<file path="src/rtl/pas_pkg.sv">
package pas_pkg;
  localparam int DIV_RATIO = 4;

  typedef enum logic [1:0] {
    PH_WAIT = 2'b00,
    PH_ADDR = 2'b01,
    PH_DONE = 2'b10
  } phase_e;

  // oscillator cycles spent in the addressing phase
  function automatic int addr_span(input int cycles);
    return cycles * DIV_RATIO;
  endfunction

  // register access is closed only while addressing runs
  function automatic logic access_open(input phase_e p);
    return p != PH_ADDR;
  endfunction
endpackage

</file>
<file path="src/rtl/pas_delay_timer.sv">
module pas_delay_timer #(
  parameter int DELAY = 2097152
) (
  input  logic clk,
  input  logic por,
  input  logic run,
  output logic done
);
  localparam int DLY_W = (DELAY > 2) ? $clog2(DELAY) : 1;
  localparam logic [DLY_W-1:0] LAST = DLY_W'(DELAY - 1);

  logic [DLY_W-1:0] cnt;

  assign done = run && (cnt == LAST);

  always_ff @(posedge clk or posedge por) begin
    if (por)        cnt <= '0;
    else if (!run)  cnt <= '0;
    else if (done)  cnt <= '0;
    else            cnt <= cnt + 1'b1;
  end
endmodule

</file>
<file path="src/rtl/pas_addr_div.sv">
module pas_addr_div
  import pas_pkg::*;
#(
  parameter int ADDR_CYCLES = 256
) (
  input  logic clk,
  input  logic por,
  input  logic en,
  output logic addr_clk,
  output logic done
);
  localparam int TOTAL = addr_span(ADDR_CYCLES);
  localparam int AW    = $clog2(TOTAL);
  localparam logic [AW-1:0] LAST = AW'(TOTAL - 1);

  logic [AW-1:0] cnt;

  // bit 1 of the cycle count divides by four: low two, high two
  assign addr_clk = en && cnt[1];
  assign done     = en && (cnt == LAST);

  always_ff @(posedge clk or posedge por) begin
    if (por)        cnt <= '0;
    else if (!en)   cnt <= '0;
    else if (done)  cnt <= '0;
    else            cnt <= cnt + 1'b1;
  end
endmodule

</file>
<file path="src/rtl/pas_regfile.sv">
module pas_regfile
  import pas_pkg::*;
#(
  parameter int ADDR_W = 4,
  parameter int DATA_W = 8,
  parameter logic [DATA_W-1:0] CFG_RESET = 8'h01,
  parameter logic [DATA_W-1:0] DEV_RESET = 8'h00,
  parameter logic [DATA_W-1:0] ROW_RESET = 8'h00
) (
  input  logic              clk,
  input  logic              por,
  input  phase_e            ph,
  input  logic              force_sd,
  input  logic [ADDR_W-1:0] addr,
  input  logic [DATA_W-1:0] wr_data,
  input  logic              wr_en,
  input  logic              rd_en,
  output logic [DATA_W-1:0] cfg_q,
  output logic [DATA_W-1:0] devices_q,
  output logic [DATA_W-1:0] rows_q,
  output logic [DATA_W-1:0] rd_data,
  output logic              rd_rej
);
  localparam logic [ADDR_W-1:0] A_CFG = ADDR_W'(13);
  localparam logic [ADDR_W-1:0] A_DEV = ADDR_W'(14);
  localparam logic [ADDR_W-1:0] A_ROW = ADDR_W'(15);

  logic              open_q;
  logic              wr_ok;
  logic [DATA_W-1:0] sel;

  assign open_q = access_open(ph);
  assign wr_ok  = wr_en && open_q;

  always_comb begin
    case (addr)
      A_CFG:   sel = cfg_q;
      A_DEV:   sel = devices_q;
      A_ROW:   sel = rows_q;
      default: sel = '0;
    endcase
  end

  always_ff @(posedge clk or posedge por) begin
    if (por) begin
      cfg_q     <= CFG_RESET;
      devices_q <= DEV_RESET;
      rows_q    <= ROW_RESET;
    end else if (force_sd) begin
      cfg_q[0] <= 1'b0;
    end else if (wr_ok) begin
      if (addr == A_CFG) cfg_q     <= wr_data;
      if (addr == A_DEV) devices_q <= wr_data;
      if (addr == A_ROW) rows_q    <= wr_data;
    end
  end

  always_ff @(posedge clk or posedge por) begin
    if (por) begin
      rd_data <= '0;
      rd_rej  <= 1'b0;
    end else begin
      rd_data <= (rd_en && open_q) ? sel : '0;
      rd_rej  <= rd_en && !open_q;
    end
  end
endmodule

</file>
<file path="src/rtl/pwrup_addr_seq.sv">
module pwrup_addr_seq
  import pas_pkg::*;
#(
  parameter int DELAY       = 2097152,
  parameter int ADDR_CYCLES = 256,
  parameter int ADDR_W      = 4,
  parameter int DATA_W      = 8,
  parameter logic [DATA_W-1:0] CFG_RESET = 8'h01
) (
  input  logic              clk,
  input  logic              por,
  input  logic              rst_n_pin,
  input  logic [ADDR_W-1:0] addr,
  input  logic [DATA_W-1:0] wr_data,
  input  logic              wr_en,
  input  logic              rd_en,
  output logic [1:0]        phase,
  output logic              addr_clk,
  output logic [DATA_W-1:0] cfg_q,
  output logic [DATA_W-1:0] devices_q,
  output logic [DATA_W-1:0] rows_q,
  output logic [DATA_W-1:0] rd_data,
  output logic              rd_rej
);
  phase_e ph, ph_nx;
  logic   dly_run;
  logic   dly_done;
  logic   addr_en;
  logic   addr_done;
  logic   force_sd;

  assign dly_run  = (ph == PH_WAIT) && rst_n_pin;
  assign addr_en  = (ph == PH_ADDR);
  assign force_sd = addr_done && rst_n_pin;
  assign phase    = ph;

  pas_delay_timer #(.DELAY(DELAY)) u_dly (
    .clk(clk), .por(por), .run(dly_run), .done(dly_done)
  );

  pas_addr_div #(.ADDR_CYCLES(ADDR_CYCLES)) u_div (
    .clk(clk), .por(por), .en(addr_en), .addr_clk(addr_clk), .done(addr_done)
  );

  pas_regfile #(
    .ADDR_W(ADDR_W), .DATA_W(DATA_W), .CFG_RESET(CFG_RESET),
    .DEV_RESET('0), .ROW_RESET('0)
  ) u_rf (
    .clk(clk), .por(por), .ph(ph), .force_sd(force_sd),
    .addr(addr), .wr_data(wr_data), .wr_en(wr_en), .rd_en(rd_en),
    .cfg_q(cfg_q), .devices_q(devices_q), .rows_q(rows_q),
    .rd_data(rd_data), .rd_rej(rd_rej)
  );

  always_comb begin
    ph_nx = ph;
    if (!rst_n_pin) ph_nx = PH_WAIT;
    else begin
      case (ph)
        PH_WAIT: if (dly_done)  ph_nx = PH_ADDR;
        PH_ADDR: if (addr_done) ph_nx = PH_DONE;
        default: ph_nx = PH_DONE;
      endcase
    end
  end

  always_ff @(posedge clk or posedge por) begin
    if (por) ph <= PH_WAIT;
    else     ph <= ph_nx;
  end
endmodule

</file>
<file path="config.mk">
export PLATFORM = sky130hd
export DESIGN_NAME = pwrup_addr_seq
export DESIGN_NICKNAME = d
export VERILOG_FILES = /design/src/rtl/pas_pkg.sv /design/src/rtl/pas_delay_timer.sv /design/src/rtl/pas_addr_div.sv /design/src/rtl/pas_regfile.sv /design/src/rtl/pwrup_addr_seq.sv
export SDC_FILE = /design/constraint.sdc
export NUM_CORES = 1
export LEC_CHECK = 0
export BUFFER_PORTS_ARGS = -buffer_cell sky130_fd_sc_hd__buf_4
export CAP_MARGIN = 20
export CORE_MARGIN = 4
export CORE_UTILIZATION = 35
export DETAILED_ROUTE_END_ITERATION = 7
export PLACE_DENSITY = 0.53
export SYNTH_ARGS = -nofsm -noshare
export SYNTH_HDL_FRONTEND = slang
export SYNTH_SLANG_ARGS = --single-unit
</file>
<file path="constraint.sdc">
create_clock -name clk -period 5.5 [get_ports clk]
set_clock_uncertainty 0.05 [all_clocks]
set_input_delay 0.55 -clock clk [delete_from_list [all_inputs] [get_ports clk]]
set_output_delay 0.55 -clock clk [all_outputs]
set_load 0.005 [all_outputs]
</file>
# After elaboration in Yosys (flattened, before gate mapping)
# Cells that the tools add are included.
# op_classes
n_reduce_logical	17
n_bitwise	1
n_addsub	2
eq_ne	9
n_mux	13
# ops
operator	count
two-way mux 21 bit	2
one-hot mux 8 bit (3 select lines)	1
adder 21 x 1 -> 21 bit, second input constant	1
== test 21 bit, second input constant	1
two-way mux 10 bit	2
== test 4 bit, second input constant	3
adder 10 x 1 -> 10 bit, second input constant	1
== test 10 bit, second input constant	1
AND reduction 3 bit	3
logical AND 1 bit	8
two-way mux 8 bit	1
two-way mux 2 bit	3
!= test 3 bit, second input constant	2
one-hot mux 2 bit (2 select lines)	1
AND reduction 2 bit	2
nonzero test 2 bit	2
two-way mux 1 bit	3
== test 2 x 1 -> 1 bit, second input constant	1
zero test 2 bit	1
!= test 2 x 1 -> 1 bit, second input constant	1
zero test 1 bit	1
NOT 1 bit	1
# word_totals
word_cells	51
output_inout_bits	36
inputBits	17
reg_bits	66

# Longest topological paths before layout
# depth
ltp_word	6
depth_mapped	6
ltp_nobuf	5

# Hierarchy
# Synthesis repeated with hierarchy kept, for this count alone.
# hier_totals
cells_unflattened	267
area_unflattened_um2	3088.0
# modules_own_cells
mod	cells_each	instances	seq_area_each_um2	area_per_inst_um2
pas_regfile	97	1	827.0	1427.6
pas_delay_timer	108	1	525.5	1051.0
pas_addr_div	51	1	250.2	495.5
pwrup_addr_seq	11	1	50.0	113.9

# Least setup slack after synthesis
# OpenSTA, ideal clock, no wires.
# synth_timing
path_type	in2reg
start	in addr[2]
end	reg u_rf.cfg_q[1]
setup_time_ns	0.125
stages	3
required_ns	5.325
arrival_ns	1.666
setup_slack_ns	3.660
n_path_buf	0
cell_sequence	nand3_1 -> nor4b_4 -> mux2_2
# synth_between
elab_chain_cells	2
# synth_lines
item	line	text
start: declaration	pwrup_addr_seq.sv:13	input logic [ADDR_W-1:0] addr,
== test 4 bit	pas_regfile.sv:52	if (addr == A_CFG) cfg_q <= wr_data;
AND reduction 3 bit (no source line)	-	
end signal: assignment	pas_regfile.sv:52	
end: declaration	pas_regfile.sv:18	output logic [DATA_W-1:0] cfg_q,
# Every way passes these cells.
# A chain may end at the register's enable or synchronous reset.

# Worst setup path after layout
# layout_timing
start	reg ph[0] (netlist: phase[0])
end	out addr_clk
# layout_between
elab_chain_cells	2
# layout_lines
item	line	text
start: declaration	pwrup_addr_seq.sv:25	phase_e ph, ph_nx;
start signal: assignment	pwrup_addr_seq.sv:69	else ph <= ph_nx;
== test 2 x 1 -> 1 bit	pwrup_addr_seq.sv:33	assign addr_en = (ph == PH_ADDR);
logical AND 1 bit	pas_addr_div.sv:19	assign addr_clk = en && cnt[1];
end: declaration	pwrup_addr_seq.sv:18	output logic addr_clk,
# Every way passes these cells.

==> impl_summary.txt <==
----------------------------------------------------
[Yosys]
  Post-Synthesis Cells ... 267
  Cell types with the highest counts after synthesis ... 65 x dfrtp_1, 45 x nor2_1, 23 x mux2_2
  Async set or reset register ratio after synthesis ... 1.00
  Predominant post-synthesis flop cell ... dfrtp_1
  Number of distinct library cell variants in the gate-level netlist after synthesis ... 32
  Combined area of all synthesized cells ... 3010 um2
  Share of synthesized area occupied by flip-flops and latches ... 0.550
  Total of warnings raised by yosys ... 0
  Fraction of synthesized cell area taken by the top area cell type ... 0.541
  Number of enable flip-flop cells after synthesis ... 0
  Most used standard cell by instance count after synthesis ... dfrtp_1
  Main area contributors after synthesis ... dfrtp_1 54%, mux2_2 8.6%, nor2_1 5.6%
  Leading area contributor after synthesis ... dfrtp_1
  Post-Syn Area per Cell ... approximately 11 um2
  Synthesized netlist net count ... approximately 290
  Flip-flop and latch count after synthesis ... 66

[Routing]
  Number of vias after detailed routing ... approximately 2.1k
  Routed wire per std cell ... about 15 um
  Vias/cell ... slightly below 5
  Post-route DRC violation count ... 0
  Initial DRT Pass Iterations ... 4
  Remaining number of nets flagged by the antenna check after routing ... 0
  Number of violations reported at the end of detailed-routing iteration 0 ... 45
  Routed wire length ... about 6500 um

[GRT]
  Antenna violations before repair ... 0
  Sum of overflow across all layers after global routing ... 0
  Global-route usage over all layers ... 0.135
  Maximum number of pins on one net before global-route repair ... 67
  Number of global-route vias before repair ... 2149
  Global-route wire length before repair ... ~11000 um

[Critical path]
  Slowest-stage cell, CP ... nor2b_1
  Cell type group with the largest total delay on the critical path ... simple AND/OR/NAND/NOR gates
  Crit path arrival time ... roughly 1600 ps
  Worst stage delay on the critical path ... between 500 and 600 ps
  Kind of capture point of the worst setup path ... primary output
  Ordered cell list for the critical path ... nor2b_1 > and2_1 > buf_4
  Largest fanout on the critical path ... 8
  Worst Setup Path Type ... register to primary output
  Element type at the critical path start ... register
  Data required time of the worst path ... 4900 ps
  Number of buffer and inverter instances along the worst setup path ... 1

[Clock tree]
  CTS clock-pin slew for the worst setup and hold paths ... ~70 ps
  TritonCTS Sinks ... 66
  Post-CTS setup buffer count ... 0
  Cell at the root of the clock tree ... clkbuf_8
  CTS tree ... yes
  Post-CTS Hold Buffers ... 0
  Htree depth ... 3
  Number of gates given a new drive strength after cts ... 0
  Number of buffers between clock root and the deepest sink ... 2
  Inserted Clock Buffers ... 9
  Clock insertion delay at the later pin of the skew report ... around 330 ps

[Timing]
  Worst slew pin tran ... ~840 ps
  Relative slew margins ... 0.442
  Number of slew-limit violations in the final report ... 0
  Setup TNS ... 0 ps
  Hold WS ... between 300 and 400 ps
  Highest achievable clock rate ... about 450 MHz
  Setup repair after global routing missed its margin ... no
  Count of final setup violators ... 0
  Share of the clock period used by the worst path ... 0.405
  Hold violation count in the final report ... 0
  Min cycle time layout ... between 2000 and 2500 ps

[Final layout]
  Diode count ... 0
  Final layout net count ... between 300 and 400
  Layout-stage area growth over the synthesis result ... 22.3%
  Fraction of layout cells with a size suffix above 1 ... 0.292

[Power and ir drop]
  Power Density ... 297 nW/um2
  IR Drop Worst-Case VDD ... about 0.14 mV
  Leakage power ... roughly 1.7 nW
  Final Power ... approximately 1.1 mW

[Job]
  Number of max-cap violations ... 0

[Placed design]
  Detailed-placement wirelength estimate ... 4520 um
  Routability congestion estimate from global placement ... between 0.7 and 0.8
  Total of buffers placed on input and output ports ... 52

[Floorplanning]
  Number of top-level pins ... 53
  Y dimension of the die ... between 100 and 150 um
  Std-Cell Core Area ... about 8300 um2
  Total Die Area ... a little over 10000 um2
  Starting density of the core ... 0.362
  Chip Width ... 101 um
  Row Count ... 33

[Min path]
  Class of the worst hold path ... input pin to register

[Run status]
  Run status ... complete, no violations

----------------------------------------------------
==> kinds of logic (layout without fill, tap and decap cells) <==
logic type,count (synthesis),count (layout),share of synthesized area
XOR/XNOR,22,22,0.0641
AND/OR/NAND/NOR,114,114,0.201
AO/OA/AOI/OAI,22,22,0.0441
flip-flops,66,66,0.550
buffers and inverters,9,74,0.0171
adder cells (fa/ha/maj),2,2,0.00832
multiplexers,32,32,0.116
==> stage by stage <==
| stage | instance area [um2] | util | worst slack (ps) | std cells |
|---|---|---|---|---|
| after CTS | 3680 | 0.443 | 3210 | 437 |
| after global placement | 3500 | 0.422 | 3170 | 421 |
| after global routing | 3680 | 0.443 | 3090 | 437 |
| after floorplan | 3010 | - | 3250 | 267 |
| after detailed placement | 3500 | 0.422 | 3130 | 421 |
| final | 3680 | 0.443 | 3270 | 437 |
==> registers in the layout, indices dropped and copies added (netlist names) <==
| name | cells |
|---|---|
| u_dly.cnt | 21 |
| u_rf.devices_q | 8 |
| u_div.cnt | 10 |
| u_rf.rd_data | 8 |
| u_rf.rd_rej | 1 |
| u_rf.rows_q | 8 |
| phase | 2 |
| u_rf.cfg_q | 8 |
==> final timing paths <==
kind	startpoint	to	slack, ps	depth (start not counted)
max	phase[0]	addr_clk	3270	3
min	rst_n_pin	u_rf.cfg_q[0]	320	2
max reg2reg	u_dly.cnt[2]	u_dly.cnt[9]	3350	4
min reg2reg	u_dly.cnt[0]	u_dly.cnt[0]	430	1
max in group asynchronous	por	u_rf.devices_q[2]	4430	3
min in group asynchronous	por	u_div.cnt[7]	410	3
==> worst reg2reg max path: stages (launching register included) <==
cell	delay, ps
dfrtp_1	440
and4_1	470
nand4_4	180
o31ai_4	750
nor2_1	120
==> layer usage <==
layer | track usage | vias to the layer above | share of wire
met1 | 0.167 | 1041 | 0.45
met4 | 0.0528 | 0 | 0.0093
met5 | 0 | - | 0
met2 | 0.223 | 38 | 0.49
met3 | 0.0394 | 5 | 0.051
li1 | - | 1058 | -
==> where the power goes <==
| group | internal (mW) | switching, mW | leakage, nW | total, mW |
|---|---|---|---|---|
| sequential | 0.531 | 0.0388 | 0.877 | 0.570 |
| clock | 0.186 | 0.174 | 0.0932 | 0.361 |
| combinational | 0.100 | 0.0624 | 0.697 | 0.162 |
| total | 0.818 | 0.276 | 1.67 | 1.09 |
==> layout by cell type, fill, tap and decap left out, types with 9 or more instances in the layout <==
cell / synthesis / final
nand3_1: 13 / 13
nor2_1: 45 / 45
xor2_1: 13 / 13
mux2i_1: 9 / 9
a21oi_1: 15 / 15
nand2_1: 13 / 13
mux2_2: 23 / 23
nand4_1: 10 / 10
xnor2_1: 9 / 9
clkbuf_8: 0 / 11
buf_4: 0 / 53
dfrtp_1: 65 / 65
==> final cells by class <==
| type | count | area (um2) |
|---|---|---|
| well taps | 105 | 131 |
| inverters | 5 | 18.8 |
| clock buffers | 13 | 159 |
| multi-input cells | 192 | 1300 |
| flip-flops and latches | 66 | 1650 |
| fillers | 799 | 4620 |
| repair buffers | 53 | 398 |
| clock inverters | 3 | 15.0 |
(Power assumes the default switching activity.)
